## src/rtl/rvc_pkg.sv

```systemverilog
package rvc_pkg;

  localparam int XLEN   = 32;
  localparam int ILEN   = 32;
  localparam int NBYTE  = XLEN / 8;
  localparam int LANE_W = $clog2(NBYTE);
  localparam int SHW    = $clog2(XLEN);

  localparam logic [6:0] OPC_LUI    = 7'b0110111;
  localparam logic [6:0] OPC_AUIPC  = 7'b0010111;
  localparam logic [6:0] OPC_JAL    = 7'b1101111;
  localparam logic [6:0] OPC_JALR   = 7'b1100111;
  localparam logic [6:0] OPC_BRANCH = 7'b1100011;
  localparam logic [6:0] OPC_LOAD   = 7'b0000011;
  localparam logic [6:0] OPC_STORE  = 7'b0100011;
  localparam logic [6:0] OPC_OPIMM  = 7'b0010011;
  localparam logic [6:0] OPC_OP     = 7'b0110011;
  localparam logic [6:0] OPC_SYSTEM = 7'b1110011;

  localparam logic [ILEN-1:0] INSN_ECALL = 32'h0000_0073;

  typedef enum logic [3:0] {
    ALU_ADD, ALU_SUB, ALU_SLL, ALU_SLT, ALU_SLTU,
    ALU_XOR, ALU_SRL, ALU_SRA, ALU_OR, ALU_AND
  } alu_op_e;

  typedef enum logic [1:0] {
    WB_ALU, WB_MEM, WB_PC4
  } wb_sel_e;

  typedef struct packed {
    logic            reg_we;
    logic            a_is_pc;
    logic            a_is_zero;
    logic            b_is_imm;
    alu_op_e         alu_op;
    wb_sel_e         wb_sel;
    logic            is_load;
    logic            is_store;
    logic            is_branch;
    logic            is_jal;
    logic            is_jalr;
    logic            is_ecall;
    logic [2:0]      funct3;
    logic [XLEN-1:0] imm;
  } ctrl_t;

endpackage

```

## src/rtl/rvc_regfile.sv

```systemverilog
module rvc_regfile #(
  parameter int W    = 32,
  parameter int NREG = 32,
  localparam int AW  = $clog2(NREG)
) (
  input  logic          clk,
  input  logic          we,
  input  logic [AW-1:0] wa,
  input  logic [W-1:0]  wd,
  input  logic [AW-1:0] ra1,
  input  logic [AW-1:0] ra2,
  output logic [W-1:0]  rd1,
  output logic [W-1:0]  rd2
);

  logic [W-1:0] mem [NREG];

  // Array without reset so that it can map onto distributed or block RAM.
  always_ff @(posedge clk) begin
    if (we && (wa != '0)) begin
      mem[wa] <= wd;
    end
  end

  // entry zero is never written and is masked on read.
  always_comb begin
    rd1 = (ra1 == '0) ? '0 : mem[ra1];
    rd2 = (ra2 == '0) ? '0 : mem[ra2];
  end

endmodule

```

## src/rtl/rvc_alu.sv

```systemverilog
module rvc_alu
  import rvc_pkg::*;
#(
  parameter int W = XLEN,
  localparam int SW = $clog2(W)
) (
  input  alu_op_e      op,
  input  logic [W-1:0] a,
  input  logic [W-1:0] b,
  output logic [W-1:0] y
);

  logic [SW-1:0] sh;
  assign sh = b[SW-1:0];

  always_comb begin
    unique case (op)
      ALU_ADD:  y = a + b;
      ALU_SUB:  y = a - b;
      ALU_SLL:  y = a << sh;
      ALU_SLT:  y = {{(W-1){1'b0}}, ($signed(a) < $signed(b))};
      ALU_SLTU: y = {{(W-1){1'b0}}, (a < b)};
      ALU_XOR:  y = a ^ b;
      ALU_SRL:  y = a >> sh;
      ALU_SRA:  y = $unsigned($signed(a) >>> sh);
      ALU_OR:   y = a | b;
      ALU_AND:  y = a & b;
      default:  y = '0;
    endcase
  end

endmodule

```

## src/rtl/rvc_branch.sv

```systemverilog
module rvc_branch #(
  parameter int W = 32
) (
  input  logic [2:0]   funct3,
  input  logic [W-1:0] a,
  input  logic [W-1:0] b,
  output logic         taken
);

  logic eq, lts, ltu;
  assign eq  = (a == b);
  assign lts = ($signed(a) < $signed(b));
  assign ltu = (a < b);

  // the condition code picks the comparison and its polarity.
  always_comb begin
    case (funct3)
      3'b000:  taken = eq;
      3'b001:  taken = !eq;
      3'b100:  taken = lts;
      3'b101:  taken = !lts;
      3'b110:  taken = ltu;
      3'b111:  taken = !ltu;
      default: taken = 1'b0;
    endcase
  end

endmodule

```

## src/rtl/rvc_decode.sv

```systemverilog
module rvc_decode
  import rvc_pkg::*;
(
  input  logic [ILEN-1:0] instr,
  output ctrl_t           ctrl,
  output logic [4:0]      rs1,
  output logic [4:0]      rs2,
  output logic [4:0]      rd
);

  logic [6:0] opc, f7;
  logic [2:0] f3;
  logic [XLEN-1:0] imm_i, imm_s, imm_b, imm_u, imm_j;

  assign opc = instr[6:0];
  assign f3  = instr[14:12];
  assign f7  = instr[31:25];
  assign rd  = instr[11:7];
  assign rs1 = instr[19:15];
  assign rs2 = instr[24:20];

  assign imm_i = {{20{instr[31]}}, instr[31:20]};
  assign imm_s = {{20{instr[31]}}, instr[31:25], instr[11:7]};
  assign imm_b = {{19{instr[31]}}, instr[31], instr[7], instr[30:25], instr[11:8], 1'b0};
  assign imm_u = {instr[31:12], 12'b0};
  assign imm_j = {{11{instr[31]}}, instr[31], instr[19:12], instr[20], instr[30:21], 1'b0};

  always_comb begin
    ctrl        = '0;
    ctrl.alu_op = ALU_ADD;
    ctrl.wb_sel = WB_ALU;
    ctrl.funct3 = f3;
    unique case (opc)

      OPC_LUI: begin
        ctrl.reg_we = 1'b1; ctrl.a_is_zero = 1'b1; ctrl.b_is_imm = 1'b1; ctrl.imm = imm_u;
      end
      OPC_AUIPC: begin
        ctrl.reg_we = 1'b1; ctrl.a_is_pc = 1'b1; ctrl.b_is_imm = 1'b1; ctrl.imm = imm_u;
      end

      OPC_JAL: begin
        ctrl.reg_we = 1'b1; ctrl.is_jal = 1'b1; ctrl.wb_sel = WB_PC4; ctrl.imm = imm_j;
      end
      OPC_JALR: if (f3 == 3'b000) begin
        ctrl.reg_we = 1'b1; ctrl.is_jalr = 1'b1; ctrl.b_is_imm = 1'b1;
        ctrl.wb_sel = WB_PC4; ctrl.imm = imm_i;
      end

      OPC_BRANCH: if (f3[2:1] != 2'b01) begin
        ctrl.is_branch = 1'b1; ctrl.imm = imm_b;
      end

      OPC_LOAD: if (f3 != 3'b011 && f3[2:1] != 2'b11) begin
        ctrl.reg_we = 1'b1; ctrl.is_load = 1'b1; ctrl.b_is_imm = 1'b1;
        ctrl.wb_sel = WB_MEM; ctrl.imm = imm_i;
      end

      OPC_STORE: if (f3[2] == 1'b0 && f3 != 3'b011) begin
        ctrl.is_store = 1'b1; ctrl.b_is_imm = 1'b1; ctrl.imm = imm_s;
      end

      OPC_OPIMM: begin
        ctrl.b_is_imm = 1'b1; ctrl.imm = imm_i; ctrl.reg_we = 1'b1;
        case (f3)
          3'b000: ctrl.alu_op = ALU_ADD;
          3'b010: ctrl.alu_op = ALU_SLT;
          3'b011: ctrl.alu_op = ALU_SLTU;
          3'b100: ctrl.alu_op = ALU_XOR;
          3'b110: ctrl.alu_op = ALU_OR;
          3'b111: ctrl.alu_op = ALU_AND;
          3'b001: begin
            ctrl.alu_op = ALU_SLL; ctrl.reg_we = (f7 == 7'b0000000);
          end
          default: begin
            ctrl.alu_op = (f7 == 7'b0100000) ? ALU_SRA : ALU_SRL;
            ctrl.reg_we = (f7 == 7'b0000000) || (f7 == 7'b0100000);
          end
        endcase
      end
      // unknown funct7 leaves reg_we low.
      OPC_OP: begin
        ctrl.reg_we = 1'b1;
        case ({f7, f3})
          10'b0000000_000: ctrl.alu_op = ALU_ADD;
          10'b0100000_000: ctrl.alu_op = ALU_SUB;
          10'b0000000_001: ctrl.alu_op = ALU_SLL;
          10'b0000000_010: ctrl.alu_op = ALU_SLT;
          10'b0000000_011: ctrl.alu_op = ALU_SLTU;
          10'b0000000_100: ctrl.alu_op = ALU_XOR;
          10'b0000000_101: ctrl.alu_op = ALU_SRL;
          10'b0100000_101: ctrl.alu_op = ALU_SRA;
          10'b0000000_110: ctrl.alu_op = ALU_OR;
          10'b0000000_111: ctrl.alu_op = ALU_AND;
          default:         ctrl.reg_we = 1'b0;
        endcase
      end

      OPC_SYSTEM: ctrl.is_ecall = (instr == INSN_ECALL);
      default: ;
    endcase
  end

endmodule

```

## src/rtl/rvc_core.sv

```systemverilog
module rvc_core
  import rvc_pkg::*;
#(
  parameter int              NREG      = 32,
  parameter int              HALT_REG  = 17,
  parameter int              HALT_CODE = 10,
  parameter logic [XLEN-1:0] RESET_PC  = '0,
  localparam int             AW        = $clog2(NREG)
) (
  input  logic             clk,
  input  logic             rst,
  output logic [XLEN-1:0]  imem_addr,
  input  logic [ILEN-1:0]  imem_data,
  output logic [XLEN-1:0]  dmem_addr,
  input  logic [XLEN-1:0]  dmem_rdata,
  output logic [XLEN-1:0]  dmem_wdata,
  output logic [NBYTE-1:0] dmem_be,
  output logic             dmem_we,
  output logic             halted
);

  logic [XLEN-1:0] pc, pc_plus4, pc_target, pc_next;
  ctrl_t           ctrl;
  logic [4:0]      rs1_f, rs2_f, rd_f;
  logic [AW-1:0]   ra1;
  logic [XLEN-1:0] rd1, rd2, alu_a, alu_b, alu_y, ld_val, ld_shift, wb_val;
  logic            br_taken, halt_now, rf_we;
  logic [LANE_W-1:0] lane;

  rvc_decode u_dec (
    .instr(imem_data), .ctrl(ctrl), .rs1(rs1_f), .rs2(rs2_f), .rd(rd_f)
  );

  // The exit check borrows read port 1: ECALL steers it to the code register.
  assign ra1 = ctrl.is_ecall ? AW'(HALT_REG) : rs1_f[AW-1:0];

  rvc_regfile #(.W(XLEN), .NREG(NREG)) u_rf (
    .clk(clk), .we(rf_we), .wa(rd_f[AW-1:0]), .wd(wb_val),
    .ra1(ra1), .ra2(rs2_f[AW-1:0]), .rd1(rd1), .rd2(rd2)
  );

  assign alu_a = ctrl.a_is_zero ? '0 : (ctrl.a_is_pc ? pc : rd1);
  assign alu_b = ctrl.b_is_imm ? ctrl.imm : rd2;

  rvc_alu #(.W(XLEN)) u_alu (.op(ctrl.alu_op), .a(alu_a), .b(alu_b), .y(alu_y));

  rvc_branch #(.W(XLEN)) u_br (.funct3(ctrl.funct3), .a(rd1), .b(rd2), .taken(br_taken));

  // Next-PC selection
  assign pc_plus4  = pc + XLEN'(4);
  assign pc_target = pc + ctrl.imm;

  always_comb begin
    if (ctrl.is_jal)                       pc_next = pc_target;
    else if (ctrl.is_jalr)                 pc_next = {alu_y[XLEN-1:1], 1'b0};
    else if (ctrl.is_branch && br_taken)   pc_next = pc_target;
    else                                   pc_next = pc_plus4;
  end

  // Data port: lane steering for loads and stores
  assign lane      = alu_y[LANE_W-1:0];
  assign dmem_addr = alu_y;
  assign ld_shift  = dmem_rdata >> {lane, 3'b000};

  always_comb begin
    case (ctrl.funct3)
      3'b000:  ld_val = {{(XLEN-8){ld_shift[7]}}, ld_shift[7:0]};
      3'b001:  ld_val = {{(XLEN-16){ld_shift[15]}}, ld_shift[15:0]};
      3'b100:  ld_val = {{(XLEN-8){1'b0}}, ld_shift[7:0]};
      3'b101:  ld_val = {{(XLEN-16){1'b0}}, ld_shift[15:0]};
      default: ld_val = dmem_rdata;
    endcase
  end

  always_comb begin
    case (ctrl.funct3)
      3'b000: begin
        dmem_wdata = {NBYTE{rd2[7:0]}};
        dmem_be    = NBYTE'(1) << lane;
      end
      3'b001: begin
        dmem_wdata = {(NBYTE/2){rd2[15:0]}};
        dmem_be    = NBYTE'(3) << {lane[LANE_W-1:1], 1'b0};
      end
      default: begin
        dmem_wdata = rd2;
        dmem_be    = '1;
      end
    endcase
  end

  assign dmem_we = ctrl.is_store && !halted;

  always_comb begin
    case (ctrl.wb_sel)
      WB_MEM:  wb_val = ld_val;
      WB_PC4:  wb_val = pc_plus4;
      default: wb_val = alu_y;
    endcase
  end

  assign halt_now = ctrl.is_ecall && !halted && (rd1 == XLEN'(HALT_CODE));
  assign rf_we    = ctrl.reg_we && !halted;

  always_ff @(posedge clk) begin
    if (rst) begin
      pc     <= RESET_PC;
      halted <= 1'b0;
    end else begin
      if (halt_now)                pc <= pc;
      else if (!halted)            pc <= pc_next;
      if (halt_now)                halted <= 1'b1;
    end
  end

  assign imem_addr = pc;


  reset_pc_chk: assert property (@(posedge clk) disable iff (rst)
    $fell(rst) |-> (pc == RESET_PC));


  halt_entry_chk: assert property (@(posedge clk) disable iff (rst)
    (!halted && ctrl.is_ecall && rd1 == XLEN'(HALT_CODE)) |=> (halted && pc == $past(pc)));


  ecall_nop_chk: assert property (@(posedge clk) disable iff (rst)
    (!halted && ctrl.is_ecall && rd1 != XLEN'(HALT_CODE)) |=> (!halted && pc == $past(pc) + XLEN'(4)));


  halt_sticky_chk: assert property (@(posedge clk) disable iff (rst)
    halted |=> halted);


  halt_pc_hold_chk: assert property (@(posedge clk) disable iff (rst)
    halted |=> $stable(pc));


  halt_no_store_chk: assert property (@(posedge clk) disable iff (rst)
    halted |-> !dmem_we);


  store_lanes_chk: assert property (@(posedge clk) disable iff (rst)
    dmem_we |-> ($countones(dmem_be) == 1 || $countones(dmem_be) == 2 || $countones(dmem_be) == 4));

endmodule

```

## config.mk

```make
export PLATFORM = sky130hd
export DESIGN_NAME = rvc_core
export DESIGN_NICKNAME = d
export VERILOG_FILES = /design/src/rtl/rvc_pkg.sv /design/src/rtl/rvc_regfile.sv /design/src/rtl/rvc_alu.sv /design/src/rtl/rvc_branch.sv /design/src/rtl/rvc_decode.sv /design/src/rtl/rvc_core.sv
export SDC_FILE = /design/constraint.sdc
export NUM_CORES = 2
export LEC_CHECK = 0
export ABC_AREA = 1
export BUFFER_PORTS_ARGS = -buffer_cell sky130_fd_sc_hd__buf_2
export CAP_MARGIN = 20
export CORE_MARGIN = 10
export CORE_UTILIZATION = 30
export DETAILED_ROUTE_END_ITERATION = 16
export HOLD_SLACK_MARGIN = 0.03
export PLACE_DENSITY = 0.44
export SLEW_MARGIN = 20
export SYNTH_ARGS = -nofsm -noshare
export SYNTH_HDL_FRONTEND = slang
export SYNTH_HIERARCHICAL = 1
export SYNTH_SLANG_ARGS = --single-unit
```

## constraint.sdc

```tcl
create_clock -name clk -period 10.25 [get_ports clk]
set_input_delay 1.025 -clock clk [delete_from_list [all_inputs] [get_ports clk]]
set_output_delay 1.025 -clock clk [all_outputs]
set_load 0.02 [all_outputs]
```

Word-level counts from Yosys, hierarchy flattened
Memory sizes are Yosys's and may differ from the RTL's. Cells that the tools add are included.

Memory bits (writable): 1024. Output and inout bits: 102. Input bits: 66. Memories kept: 1. Bits in registers: 33. Logic and storage cells: 137.

Memory list: u_rf.mem (words 32, width 32, rd ports 2, clocked after memory_dff 0, write ports 1, line rvc_regfile.sv:16) `logic [W-1:0] mem [NREG];`.

Muxes and demuxes: 44. Magnitude comparators: 4. Reductions and logical operators: 26. Bitwise gates (word level): 6. Equality and inequality tests: 44. Shifts and indexed selects: 6. Add/sub/neg operators: 4.

Operators with widths (count): 32-bit 2-to-1 mux (12); 32-bit case mux with 10 select lines (1); 32-bit case mux with 7 select lines (1); 32-bit < comparator (4); 32-bit case mux with 2 select lines (2); 32-bit case mux with 4 select lines (1); 32-bit adder (2); 10-bit by 3-bit == test with 1-bit output, second input constant (4); 4-bit case mux with 9 select lines (1); 32-bit by 3-bit adder with 32-bit output, second input constant (1); 32-bit AND (1); 32-bit == test (1); 32-bit by 4-bit == test with 1-bit output, second input constant (1); 32-bit by 7-bit == test with 1-bit output, second input constant (1); 32-bit OR (1); 32-bit by 5-bit << shifter with 32-bit output (1); 32-bit by 5-bit >> shifter with 16-bit output (1); 32-bit by 5-bit >> shifter with 32-bit output (1); 32-bit by 5-bit >>> shifter with 32-bit output (1); 32-bit subtractor (1); 32-bit bitwise XOR (1); 7-bit by 6-bit == test with 1-bit output, second input constant (4); 7-bit == test, second input constant (4); 4-bit case mux with 7 select lines (1); 43 further kinds (85).

Depth between registers and ports, before layout
Depth in word-level cells: 12. Mapped depth: 46. Gate-level depth less buffers: 42.

Modules after synthesis
Netlist, hierarchy kept.

By module, submodules not included: rvc_regfile (instances 1, cells each 5972, sequential area each 30749.5 um^2, area an instance 51687.1 um^2); rvc_alu (instances 1, cells each 2087, sequential area each 0.0 um^2, area an instance 10203.5 um^2); rvc_core (instances 1, cells each 1530, sequential area each 660.6 um^2, area an instance 7611.0 um^2); rvc_decode (instances 1, cells each 293, sequential area each 0.0 um^2, area an instance 1447.6 um^2); rvc_branch (instances 1, cells each 168, sequential area each 0.0 um^2, area an instance 984.7 um^2).

Worst setup path before layout
No wires, ideal clock.

Path type: in2reg. Start: input imem_data[31]. End: memory u_rf.mem[0][2] (data pin). Buffers on the path: 4. Arrival: 7.481 ns. Required time: 9.796 ns. Library setup time: 0.454 ns. Stages: 41. Path slack: 2.314 ns. Cells stage by stage: buf_2 > inv_1 > nand2_1 > nor3_1 > nand4_1 > nor2_1 > or2_2 > buf_2 > buf_2 > buf_2 > nand2_1 > nand3_1 > nand3_1 > nand2_1 > nand2_1 > nand3_1 > nand2_1 > nor2_1 > [... 5 more ...] > nand2_1 > nor2_1 > nor2_1 > o21ai_2 > nand2_1 > nand2_1 > nand2_1 > nand2_1 > nor2_1 > nor2_1 > nand2_1 > nor2_4 > clkinv_1 > nor2_1 > o21ai_0 > o21ai_0 > a22oi_1 > o21ai_0.

RTL lines: start: declaration (line rvc_core.sv:13) `input logic [ILEN-1:0] imem_data,`; end: declaration (line rvc_regfile.sv:16).

==> flow_summary.json <==
{
  "status": "completed",
  "hold_buffers": 0,
  "synthDominantCellAreaShare_pct": 42.7,
  "drt_iter0_drc": 9392,
  "syn_inst": 10100,
  "htreeDepth": 4,
  "cpMostUsedCell": "nand2_1",
  "clockRootBuffer": "clkbuf_16",
  "critPathArrivalTime_ns": 9.12,
  "io_pins": 168,
  "maxCapViolations": 0,
  "fin_crit_sh_pct": 99.0,
  "max_freq_mhz": 98.6,
  "crit_path_top_delay_cell": "a211oi_1",
  "fp.dieArea_um2": 260000,
  "place.gp.congestion": 1.01,
  "rr_startpoint": "u_rf/mem[24][29]",
  "wire_per_inst_um": 29.5,
  "first_pass_iters": 6,
  "grt_overflow": 0,
  "async_flop_share_pct": 0,
  "cts_num_sinks": 1057,
  "clkTransAtPathRegs_ns": 0.04,
  "ir_drop_mv": 0.185,
  "antenna_found_initial": 22,
  "synthDistinctLibCells": 70,
  "grt_start_max_net_pins": 145,
  "first_global_vias": 68700,
  "cpPeakStageDelay_ns": 0.59,
  "synth.cell_area_um2": 71900,
  "fillCellCount": 25400,
  "grt_busiest_layer": "met2",
  "dp_hpwl_um": 262000,
  "r2r_cells": 31,
  "use_met3_pct": 5.21,
  "yosysWarnings": 6,
  "cp-endpoint": "dmem_be[1]",
  "tightestPinTransition_ns": 1.27,
  "cp-start-kind": "input pin",
  "cp-startpoint": "imem_data[14]",
  "rrSetupSlack_ns": 3.17,
  "num_vias": 74400,
  "drtAntennaViolNets": 0,
  "use_met2_pct": 44.4,
  "core_area_um2": 238000,
  "cts-resized-gates": 0,
  "initial_core_util_pct": 30.2,
  "drive_gt1_share_pct": 8.28,
  "gr-usage-all-layers_pct": 29.0,
  "io_buffers": 167,
  "setup-tns-final_ns": 0,
  "timing.final.ws_setup_ns": 0.105,
  "drc": 0,
  "synth.yosys.seq_area_share_pct": 43.7,
  "final_nets": 10300,
  "numCtsBuffers": 133,
  "hold_viol_final": 0,
  "slew_headroom_pct": 15.0,
  "synth_area_per_cell_um2": 7.16,
  "skew_ns": 0.0420,
  "routed_via_density": 5.56,
  "path_class": "input pin to output pin",
  "synth.area.top_cells": "edfxtp_1, nand2_1, nand3_1, nor2_1, o21ai_0",
  "finalCriticalPeriod_ns": 10.15,
  "stdcell_count": 13400,
  "synth_edf_count": 1024,
  "whs_ns": 0.465,
  "grtUsageMet1_pct": 39.7,
  "num_rows": 179,
  "cts_tree": "built",
  "fin_util_pct": 34.2,
  "clk_latency_ns": 0.81,
  "setup_viol": 0,
  "wl_um": 394000,
  "place_inst": 13100,
  "die_w_um": 510,
  "grt_pass1_wl_um": 542000,
  "hp-class": "input pin to register",
  "slew_violations": 0,
  "dpl_worst_slack_ns": 0.247,
  "area_growth_pct": 13.3,
  "power_density_nw_per_um2": 174,
  "synth_top_area_cell": "edfxtp_1",
  "clock_tree.buffer_depth": 3,
  "r2r_end": "u_rf/mem[17][30]",
  "worstPathRequired_ns": 9.23,
  "leakage_uw": 0.0350,
  "ys.flop_type": "edfxtp_1",
  "endpoint_kind": "output pin",
  "rsz0062_at_grt": "false",
  "cp_max_fo": 79,
  "synth_seq_cells": 1057,
  "cts_setup_buffers": 0,
  "die-height_um": 510
}
==> metal layers <==
layer / share of wire [%] / vias to the layer above / wire length [um]
met5: 0.018 / - / 71
met4: 5.5 / 10 / 21600
met3: 8.7 / 769 / 34300
met2: 43 / 3988 / 171000
met1: 42 / 36400 / 167000
li1: - / 33300 / -
==> how the worst min path moves through the flow <==
stage / from / endpoint / slack, ns / cells after the start
final: rst / imem_addr[0] / 0.47 / 2
after global routing: rst / imem_addr[0] / 0.45 / 2
after CTS: rst / imem_addr[0] / 0.42 / 2
after detailed placement: imem_addr[2] / imem_addr[2] / 0.59 / 2
after global placement: imem_addr[21] / imem_addr[21] / 0.58 / 2
after floorplan: imem_addr[2] / imem_addr[2] / 0.60 / 2
==> logic make-up after synthesis <==
kind of cell	synth area share (%)
buffers and inverters	8.03
XOR/XNOR	0.207
flip-flops	43.7
AO/OA/AOI/OAI	9.20
other	0.00521
AND/OR/NAND/NOR	35.8
adder cells (fa/ha/maj)	2.95
multiplexers	0.124
==> cells in the mapped netlist (all sizes together), types with 5 or more instances <==
library cell  number
nor3              50
dfxtp             33
o21bai            14
clkbuf           233
edfxtp          1024
a22oi              5
a31oi             10
or2                8
and2              18
nand3b            12
nand3           1420
nor2            1156
xor2              11
nor4               6
xnor2              6
o21ai            641
o22ai             47
nand4             45
a21oi            398
nand2           3494
clkinv             5
and3               8
o211ai            37
o221ai            21
ha               165
buf              361
a21o               5
a211oi            32
mux2               7
inv              760
==> through the flow <==
stage                     power [uW]  cell area [um^2]
after floorplan                 7550             72100
after global routing           14600             81500
after global placement          9430             77200
after CTS                      14100             81400
after detailed placement        9420             77200
final                          14100             81500
==> worst max-delay path, delay by kind of cell <==
family                     cells  cell delay (ns)
AOI/OAI and AO/OA              2             0.86
adders and majority gates      1             0.49
and+or+nand+nor               25             3.96
buffers and inverters          9             2.56
==> layout make-up <==
cell class                 instances  area (um^2)  area share (%)
multi-input combinational       7665        35300            43.3
clock inverter                    65          653           0.801
inverter                         765         2930            3.59
clock buffer                     170         3570            4.38
tap                             3167         3960            4.86
timing repair buffer             476         3660            4.49
antenna                           14         35.0          0.0430
sequential                      1057        31400            38.5
==> state kept, by name (all words and copies together) (netlist names) <==
| signal | flops |
|---|---|
| imem_addr | 32 |
| halted | 1 |
| u_rf/mem | 1024 |
==> power by group <==
part           total, uW  switching (uW)  internal, uW
clock network       4690            1970          2720
registers           5320            23.8          5290
logic               4130            3190           942
total              14100            5180          8960
==> placed cells by master, fill, tap and decap left out, drive strengths merged, types with 6 or more instances in the layout <==
cell	synthesis	final
a211oi	32	32
a21oi	398	398
a31oi	10	10
and2	18	18
and3	8	8
buf	361	476
bufinv	0	10
clkbuf	233	170
clkinv	5	47
clkinvlp	0	6
conb	1	32
dfxtp	33	33
diode	0	14
edfxtp	1024	1024
ha	165	165
inv	760	767
mux2	7	7
nand2	3494	3494
nand3	1420	1420
nand3b	12	12
nand4	45	45
nor2	1156	1156
nor3	50	50
nor4	6	6
o211ai	37	37
o21ai	641	641
o21bai	14	14
o221ai	21	21
o22ai	47	47
or2	8	8
xnor2	6	6
xor2	11	11
No activity file was read; power rests on OpenSTA's default activity.
